===== src/rtl/fenc_pkg.sv =====
package fenc_pkg;
  localparam int WORD_W    = 30;
  localparam int WORDS     = 4;
  localparam int CRC_W     = 16;
  localparam int TRL_W     = 8;
  localparam int SCR_LEN   = 58;
  localparam int SCR_TAP   = 39;
  localparam int COPIES    = 3;
  localparam logic [CRC_W-1:0] CRC_POLY = 16'h8005;

  localparam int FRAME_W   = WORD_W * WORDS;
  localparam int LAST_BASE = WORD_W * (WORDS - 1);
  localparam int DATA_PAY  = FRAME_W - CRC_W - TRL_W;
  localparam int CAL_PAY   = FRAME_W - TRL_W;
  localparam int DATA_LAST = DATA_PAY - LAST_BASE;
  localparam int CAL_LAST  = CAL_PAY - LAST_BASE;
  localparam int IDX_W     = $clog2(WORDS);
  localparam int NB_W      = $clog2(WORD_W + 1);

  typedef logic [WORD_W-1:0]  word_t;
  typedef logic [SCR_LEN-1:0] scr_state_t;
  typedef logic [CRC_W-1:0]   crc_t;
  typedef logic [NB_W-1:0]    nbits_t;

  typedef struct packed {
    scr_state_t state;
    word_t      data;
  } scr_res_t;

  // Scramble the first nb bits of d (MSB first); state[0] is the newest output bit.
  function automatic scr_res_t scr_word(scr_state_t st, word_t d, nbits_t nb);
    scr_res_t r;
    logic     b;
    r.state = st;
    r.data  = d;
    for (int i = 0; i < WORD_W; i++) begin
      if (i < int'(nb)) begin
        b = d[WORD_W-1-i] ^ r.state[SCR_TAP-1] ^ r.state[SCR_LEN-1];
        r.data[WORD_W-1-i] = b;
        r.state = {r.state[SCR_LEN-2:0], b};
      end
    end
    return r;
  endfunction

  // Serial CRC update over the first nb bits of d (MSB first).
  function automatic crc_t crc_word(crc_t c, word_t d, nbits_t nb);
    crc_t r;
    logic fb;
    r = c;
    for (int i = 0; i < WORD_W; i++) begin
      if (i < int'(nb)) begin
        fb = r[CRC_W-1] ^ d[WORD_W-1-i];
        r  = {r[CRC_W-2:0], 1'b0} ^ (fb ? CRC_POLY : '0);
      end
    end
    return r;
  endfunction
endpackage


===== src/rtl/fenc_vote3.sv =====
module fenc_vote3 #(
  parameter int W = 8
) (
  input  logic [W-1:0] a,
  input  logic [W-1:0] b,
  input  logic [W-1:0] c,
  output logic [W-1:0] y
);
  for (genvar i = 0; i < W; i++) begin : g_bit
    assign y[i] = (a[i] & b[i]) | (a[i] & c[i]) | (b[i] & c[i]);
  end
endmodule


===== src/rtl/fenc_scrambler_tmr.sv =====
module fenc_scrambler_tmr
  import fenc_pkg::*;
(
  input  logic   clk,
  input  word_t  din,
  input  nbits_t nbits,
  output word_t  dout,
  output logic   disagree
);
  // History copies carry no reset: every copy reloads from the majority each clock.
  scr_state_t rep_q [COPIES];
  scr_state_t voted;
  scr_res_t   res;

  fenc_vote3 #(.W(SCR_LEN)) u_vote (
    .a(rep_q[0]),
    .b(rep_q[1]),
    .c(rep_q[2]),
    .y(voted)
  );

  always_comb res = scr_word(voted, din, nbits);

  always_ff @(posedge clk) begin
    for (int g = 0; g < COPIES; g++) rep_q[g] <= res.state;
  end

  assign dout     = res.data;
  assign disagree = (rep_q[0] != rep_q[1]) | (rep_q[0] != rep_q[2]);
endmodule


===== src/rtl/fenc_crc_acc.sv =====
module fenc_crc_acc
  import fenc_pkg::*;
(
  input  logic   clk,
  input  logic   rst_n,
  input  logic   restart,
  input  logic   en,
  input  word_t  din,
  input  nbits_t nbits,
  output crc_t   crc_next
);
  crc_t crc_q;
  crc_t seed;

  always_comb begin
    seed     = restart ? '0 : crc_q;
    crc_next = crc_word(seed, din, nbits);
  end

  always_ff @(posedge clk or negedge rst_n) begin
    if (!rst_n)  crc_q <= '0;
    else if (en) crc_q <= crc_next;
  end
endmodule


===== src/rtl/frame_encoder.sv =====
module frame_encoder
  import fenc_pkg::*;
(
  input  logic              clk,
  input  logic              rst_n,
  input  logic              frame_start,
  input  logic              cal_mode,
  input  logic [WORD_W-1:0] in_word,
  input  logic [TRL_W-1:0]  trailer,
  output logic [WORD_W-1:0] out_word,
  output logic              out_sof
);
  logic             act_q, cal_q;
  logic [IDX_W-1:0] idx_q, cur_idx;
  logic             cur_act, cur_cal, last_word;
  nbits_t           pay_bits, crc_bits;
  word_t            scr_out, frame_word;
  crc_t             crc_nx;
  logic             scr_disagree;

  always_comb begin
    cur_act   = rst_n & (frame_start | act_q);
    cur_idx   = frame_start ? '0 : idx_q;
    cur_cal   = frame_start ? cal_mode : cal_q;
    last_word = (cur_idx == IDX_W'(WORDS - 1));
    if (!cur_act)       pay_bits = '0;
    else if (!last_word) pay_bits = NB_W'(WORD_W);
    else                pay_bits = cur_cal ? NB_W'(CAL_LAST) : NB_W'(DATA_LAST);
    crc_bits = cur_cal ? '0 : pay_bits;
  end

  fenc_scrambler_tmr u_scr (
    .clk     (clk),
    .din     (in_word),
    .nbits   (pay_bits),
    .dout    (scr_out),
    .disagree(scr_disagree)
  );

  fenc_crc_acc u_crc (
    .clk     (clk),
    .rst_n   (rst_n),
    .restart (cur_idx == '0),
    .en      (cur_act),
    .din     (in_word),
    .nbits   (crc_bits),
    .crc_next(crc_nx)
  );

  always_comb begin
    if (!cur_act)       frame_word = '0;
    else if (!last_word) frame_word = scr_out;
    else if (cur_cal)   frame_word = {scr_out[WORD_W-1 -: CAL_LAST], trailer};
    else                frame_word = {scr_out[WORD_W-1 -: DATA_LAST], crc_nx, trailer};
  end

  always_ff @(posedge clk or negedge rst_n) begin
    if (!rst_n) begin
      act_q    <= 1'b0;
      idx_q    <= '0;
      cal_q    <= 1'b0;
      out_word <= '0;
      out_sof  <= 1'b0;
    end else begin
      act_q    <= cur_act & ~last_word;
      idx_q    <= cur_idx + 1'b1;
      cal_q    <= cur_cal;
      out_word <= frame_word;
      out_sof  <= frame_start;
    end
  end
endmodule


===== config.mk =====
export PLATFORM = sky130hd
export DESIGN_NAME = frame_encoder
export DESIGN_NICKNAME = d
export VERILOG_FILES = /design/src/rtl/fenc_pkg.sv /design/src/rtl/fenc_vote3.sv /design/src/rtl/fenc_scrambler_tmr.sv /design/src/rtl/fenc_crc_acc.sv /design/src/rtl/frame_encoder.sv
export SDC_FILE = /design/constraint.sdc
export NUM_CORES = 1
export LEC_CHECK = 0
export BUFFER_PORTS_ARGS = -buffer_cell sky130_fd_sc_hd__buf_4
export CORE_MARGIN = 3
export CORE_UTILIZATION = 30
export CTS_BUF_LIST = sky130_fd_sc_hd__clkbuf_8
export CTS_CLUSTER_DIAMETER = 30
export DETAILED_ROUTE_END_ITERATION = 10
export HOLD_SLACK_MARGIN = 0.1
export PLACE_DENSITY = 0.55
export SLEW_MARGIN = 20
export SYNTH_ARGS = -nofsm -noshare
export SYNTH_HDL_FRONTEND = slang
export SYNTH_SLANG_ARGS = --single-unit
export TNS_END_PERCENT = 30

===== constraint.sdc =====
create_clock -name clk -period 4.45 [get_ports clk]
set_input_delay 1.335 -clock clk [delete_from_list [all_inputs] [get_ports clk]]
set_output_delay 1.335 -clock clk [all_outputs]
set_load 0.02 [all_outputs]

==> impl_metrics.csv <==
group,metric,value,unit
status,status,"complete, but fails checks",
status,violations,"negative setup slack",
synthesis,yosys_warnings,0,
sta,setup_tns,-8.74,ns
placement,place_area,9840,um^2
sta,fin_crit,5.18,ns
synthesis,synth.net_count,1025,
die,core_area,25500,um^2
sta,slew_viol_final,0,
power_and_ir_drop,power,8.33,mW
clocking,cts_buffers,9,
drt,drt_iter0_drc,799,
drt,drc,0,
final_layout,fillers,2584,
drt,wl_per_cell,20.4,um
global_routing,grt_max_degree,73,
sta,finalCritPeriodShare,1.16,
job,drv_cap,0,
clocking,clk_latency,0.40,ns
sta,tightest_slew,0.789,ns
critical_path,worst-path-max-fanout,7,
sta,final.setup.worst_slack,-0.732,ns
drt,top_layer_used,"met4",
critical_path,path_class,"in -> reg",
placement,dpl.hpwl,23.2,mm
sta,finClkSkew,0.0129,ns
final_layout,num_antenna_cells,0,
critical_path,end_kind,"flip-flop",
clocking,cts_num_sinks,109,
die,die_x,168,um
synthesis,syn_inst,981,
critical_path,cp.arrival,5.46,ns
die,die_h,168,um
clocking,ctsHoldBuffers,0,
synthesis,synth_top_area_cell,"dfrtp_1",
die,pin_count,73,
synthesis,synth_area_leaders,"dfrtp_1, dfxtp_1, xnor2_1",
placement,port_buffers,72,
global_routing,overflow,0,
power_and_ir_drop,power.density,802,nW/um^2
critical_path,startpoint_type,"primary input",
drt,wl_met3,2.46,mm
sta,rsz0062_at_grt,"true",
drt,viasPerCell,5.08,
global_routing,grt_pass1_wl,45.2,mm
sta,setup_violations,16,
final_layout,multiInputGateArea,5530,um^2
sta,max-slew-margin-rel,0.474,
clocking,clk_pin_slew_worst_paths,0.12,ns
synthesis,synthFlopType,"dfxtp_1",
global_routing,grt_pass1_vias,7305,
global_routing,track_usage,0.212,
final_layout,drive_above_1_share,0.278,
synthesis,ys_seq_area_frac,0.309,
synthesis,synth_top_area_frac,0.162,
placement,dp.cells,1454,
drt,num_vias,7558,
global_routing,antenna_found_initial,0,
placement,gp_congestion,0.945,
drt,firstDrtPassIters,5,
synthesis,synthArstFlopShare,0.468,
final_layout,stdcell_count,1487,
synthesis,yosys_register_bits,109,
synthesis,syn_avg_cell_area,8.05,um^2
clocking,cts_max_level,3,
power_and_ir_drop,irDropWorstVdd,0.677,mV
placement,place_ws,-1.29,ns
hold_path,hold_class,"reg -> reg",
final_layout,layout.nets,1196,
drt,met2_wirelength,13.6,mm
clocking,tritoncts,"built",
drt,wirelength,30.3,mm
power_and_ir_drop,leakage,4.64,nW
final_layout,syn2layout_area_growth,31.6,%
critical_path,required,4.73,ns
clocking,clock-root-buffer,"clkbuf_8",
sta,max_freq,193,MHz
final_layout,regArea,2440,um^2
drt,wl_met1,13.1,mm
die,fp-row-count,58,
die,initial_core_util,0.309,
final_layout,final_area,10400,um^2
synthesis,synth-edff-count,0,
clocking,cts.path.max_buffers,2,
drt,ant_nets,0,
sta,hold_viol,0,
synthesis,mappedNetlistArea,7900,um^2
synthesis,ys_types,61,
die,die_area,28300,um^2
state kept, by name, summed over array words and instances (netlist names):
name,flops
out_word,30
idx_q,2
out_sof,1
act_q,1
u_crc.crc_q,16
cal_q,1
u_scr.rep_q,58
report_power, final:
group / switching (mW) / internal, mW
Sequential: 0.403 / 1.33
Combinational: 2.92 / 3.07
Clock: 0.399 / 0.214
Total: 3.72 / 4.62
cell type report:
cell class | count | area share
repair buffers | 230 | 0.173
multi-input cells | 795 | 0.532
flip-flops and latches | 109 | 0.234
clock inverters | 7 | 0.00626
inverters | 7 | 0.00253
well taps | 330 | 0.0397
clock buffers | 9 | 0.0119
layer usage:
layer,vias up,global-route usage
li1,3624,-
met1,3578,0.289
met2,313,0.330
met3,43,0.0394
met4,0,0.0861
met5,-,0
synthesized netlist by cell type (6+ instances only):
master and count:
a211oi_1 6, a21oi_1 86, a22oi_1 6, a31oi_1 20, and2_1 7, buf_1 15
clkbuf_1 48, dfrtp_1 51, dfxtp_1 58, inv_1 6, mux2i_1 21, nand2_1 179
nand3_1 11, nor2_1 95, nor2b_1 8, nor3_1 13, o21ai_0 82, o31ai_1 6
xnor2_1 114, xnor3_1 18, xor2_1 54
through the flow:
| step | hold slack (ns) | utilization |
|---|---|---|
| 5_1_grt | 0.532 | 0.407 |
| 3_5_place_dp | 0.473 | 0.385 |
| 4_1_cts | 0.501 | 0.404 |
| 6_report | 0.515 | 0.407 |
| 3_3_place_gp | 0.472 | 0.385 |
| 2_1_floorplan | 0.446 | - |
cells by family (layout without fill, tap and decap cells):
logic type,count (synthesis),count (layout),share of synthesized area
buffers and inverters,77,253,0.0391
adders and majority gates,2,2,0.00317
muxes,25,25,0.0326
xor gates and xnor gates,196,196,0.264
AOI/OAI and AO/OA,238,238,0.172
and+or+nand+nor,334,334,0.180
DFF,109,109,0.309
cell usage in the layout (no fill, tap or decap), types with 3 or more instances in the layout:
| cell type | n |
|---|---|
| clkinv_4 | 3 |
| a31oi_1 | 19 |
| nor3_1 | 13 |
| nor2b_4 | 3 |
| o221ai_1 | 3 |
| o21ai_0 | 71 |
| xor2_2 | 3 |
| dfxtp_1 | 58 |
| xor2_1 | 49 |
| xnor2_1 | 98 |
| buf_4 | 219 |
| mux2i_1 | 19 |
| inv_1 | 4 |
| o21ai_1 | 14 |
| clkbuf_8 | 9 |
| a211oi_1 | 6 |
| nor2_4 | 3 |
| buf_12 | 4 |
| a21oi_2 | 9 |
| a21boi_0 | 4 |
| and2_1 | 6 |
| xnor3_1 | 15 |
| buf_6 | 7 |
| a22oi_1 | 6 |
| nor2_1 | 94 |
| o211ai_1 | 4 |
| o31ai_1 | 6 |
| xnor2_2 | 18 |
| a21oi_1 | 79 |
| nand2_1 | 178 |
| dfrtp_1 | 51 |
| xor2_4 | 3 |
| xnor3_2 | 6 |
| nor2b_1 | 3 |
| xnor2_4 | 4 |
| inv_2 | 4 |
| nand3_1 | 11 |
| o21a_1 | 3 |
| nand2b_1 | 3 |
critical path, cell delays in order:
cell	delay [ns]
buf_12	0.11
nor2b_4	0.11
inv_2	0.05
ha_4	0.18
buf_12	0.14
nor2b_4	0.11
xnor3_1	0.26
xnor2_2	0.23
xnor2_2	0.12
o21a_4	0.21
buf_4	0.13
xnor2_2	0.13
xnor2_1	0.13
a21oi_1	0.17
xnor3_1	0.24
xnor2_1	0.21
xnor3_2	0.57
buf_4	0.19
xnor2_2	0.13
a21oi_2	0.19
xnor2_1	0.11
xnor2_1	0.25
o221ai_1	0.14
worst paths after layout:
path	slack (ns)	endpoint	startpoint	depth (start not counted)
worst max-delay path	-0.73	u_crc.crc_q[6]	frame_start	23
worst min-delay path	0.52	u_scr.rep_q[0][128]	u_scr.rep_q[0][128]	2
worst max register to register	-0.14	u_crc.crc_q[6]	idx_q[0]	22
worst min register to register	0.52	u_scr.rep_q[0][128]	u_scr.rep_q[0][128]	2
max in group asynchronous	2.60	out_word[2]	rst_n	3
min in group asynchronous	0.95	idx_q[1]	rst_n	2
what timing repair did:
| item | CTS | global route |
|---|---|---|
| setup buffers | 16 | 1 |
| gates resized for setup | 38 | 12 |
| endpoints found under the setup margin | 16 | 16 |
| pin swaps | 31 | 8 |
(Power assumes the default switching activity.)
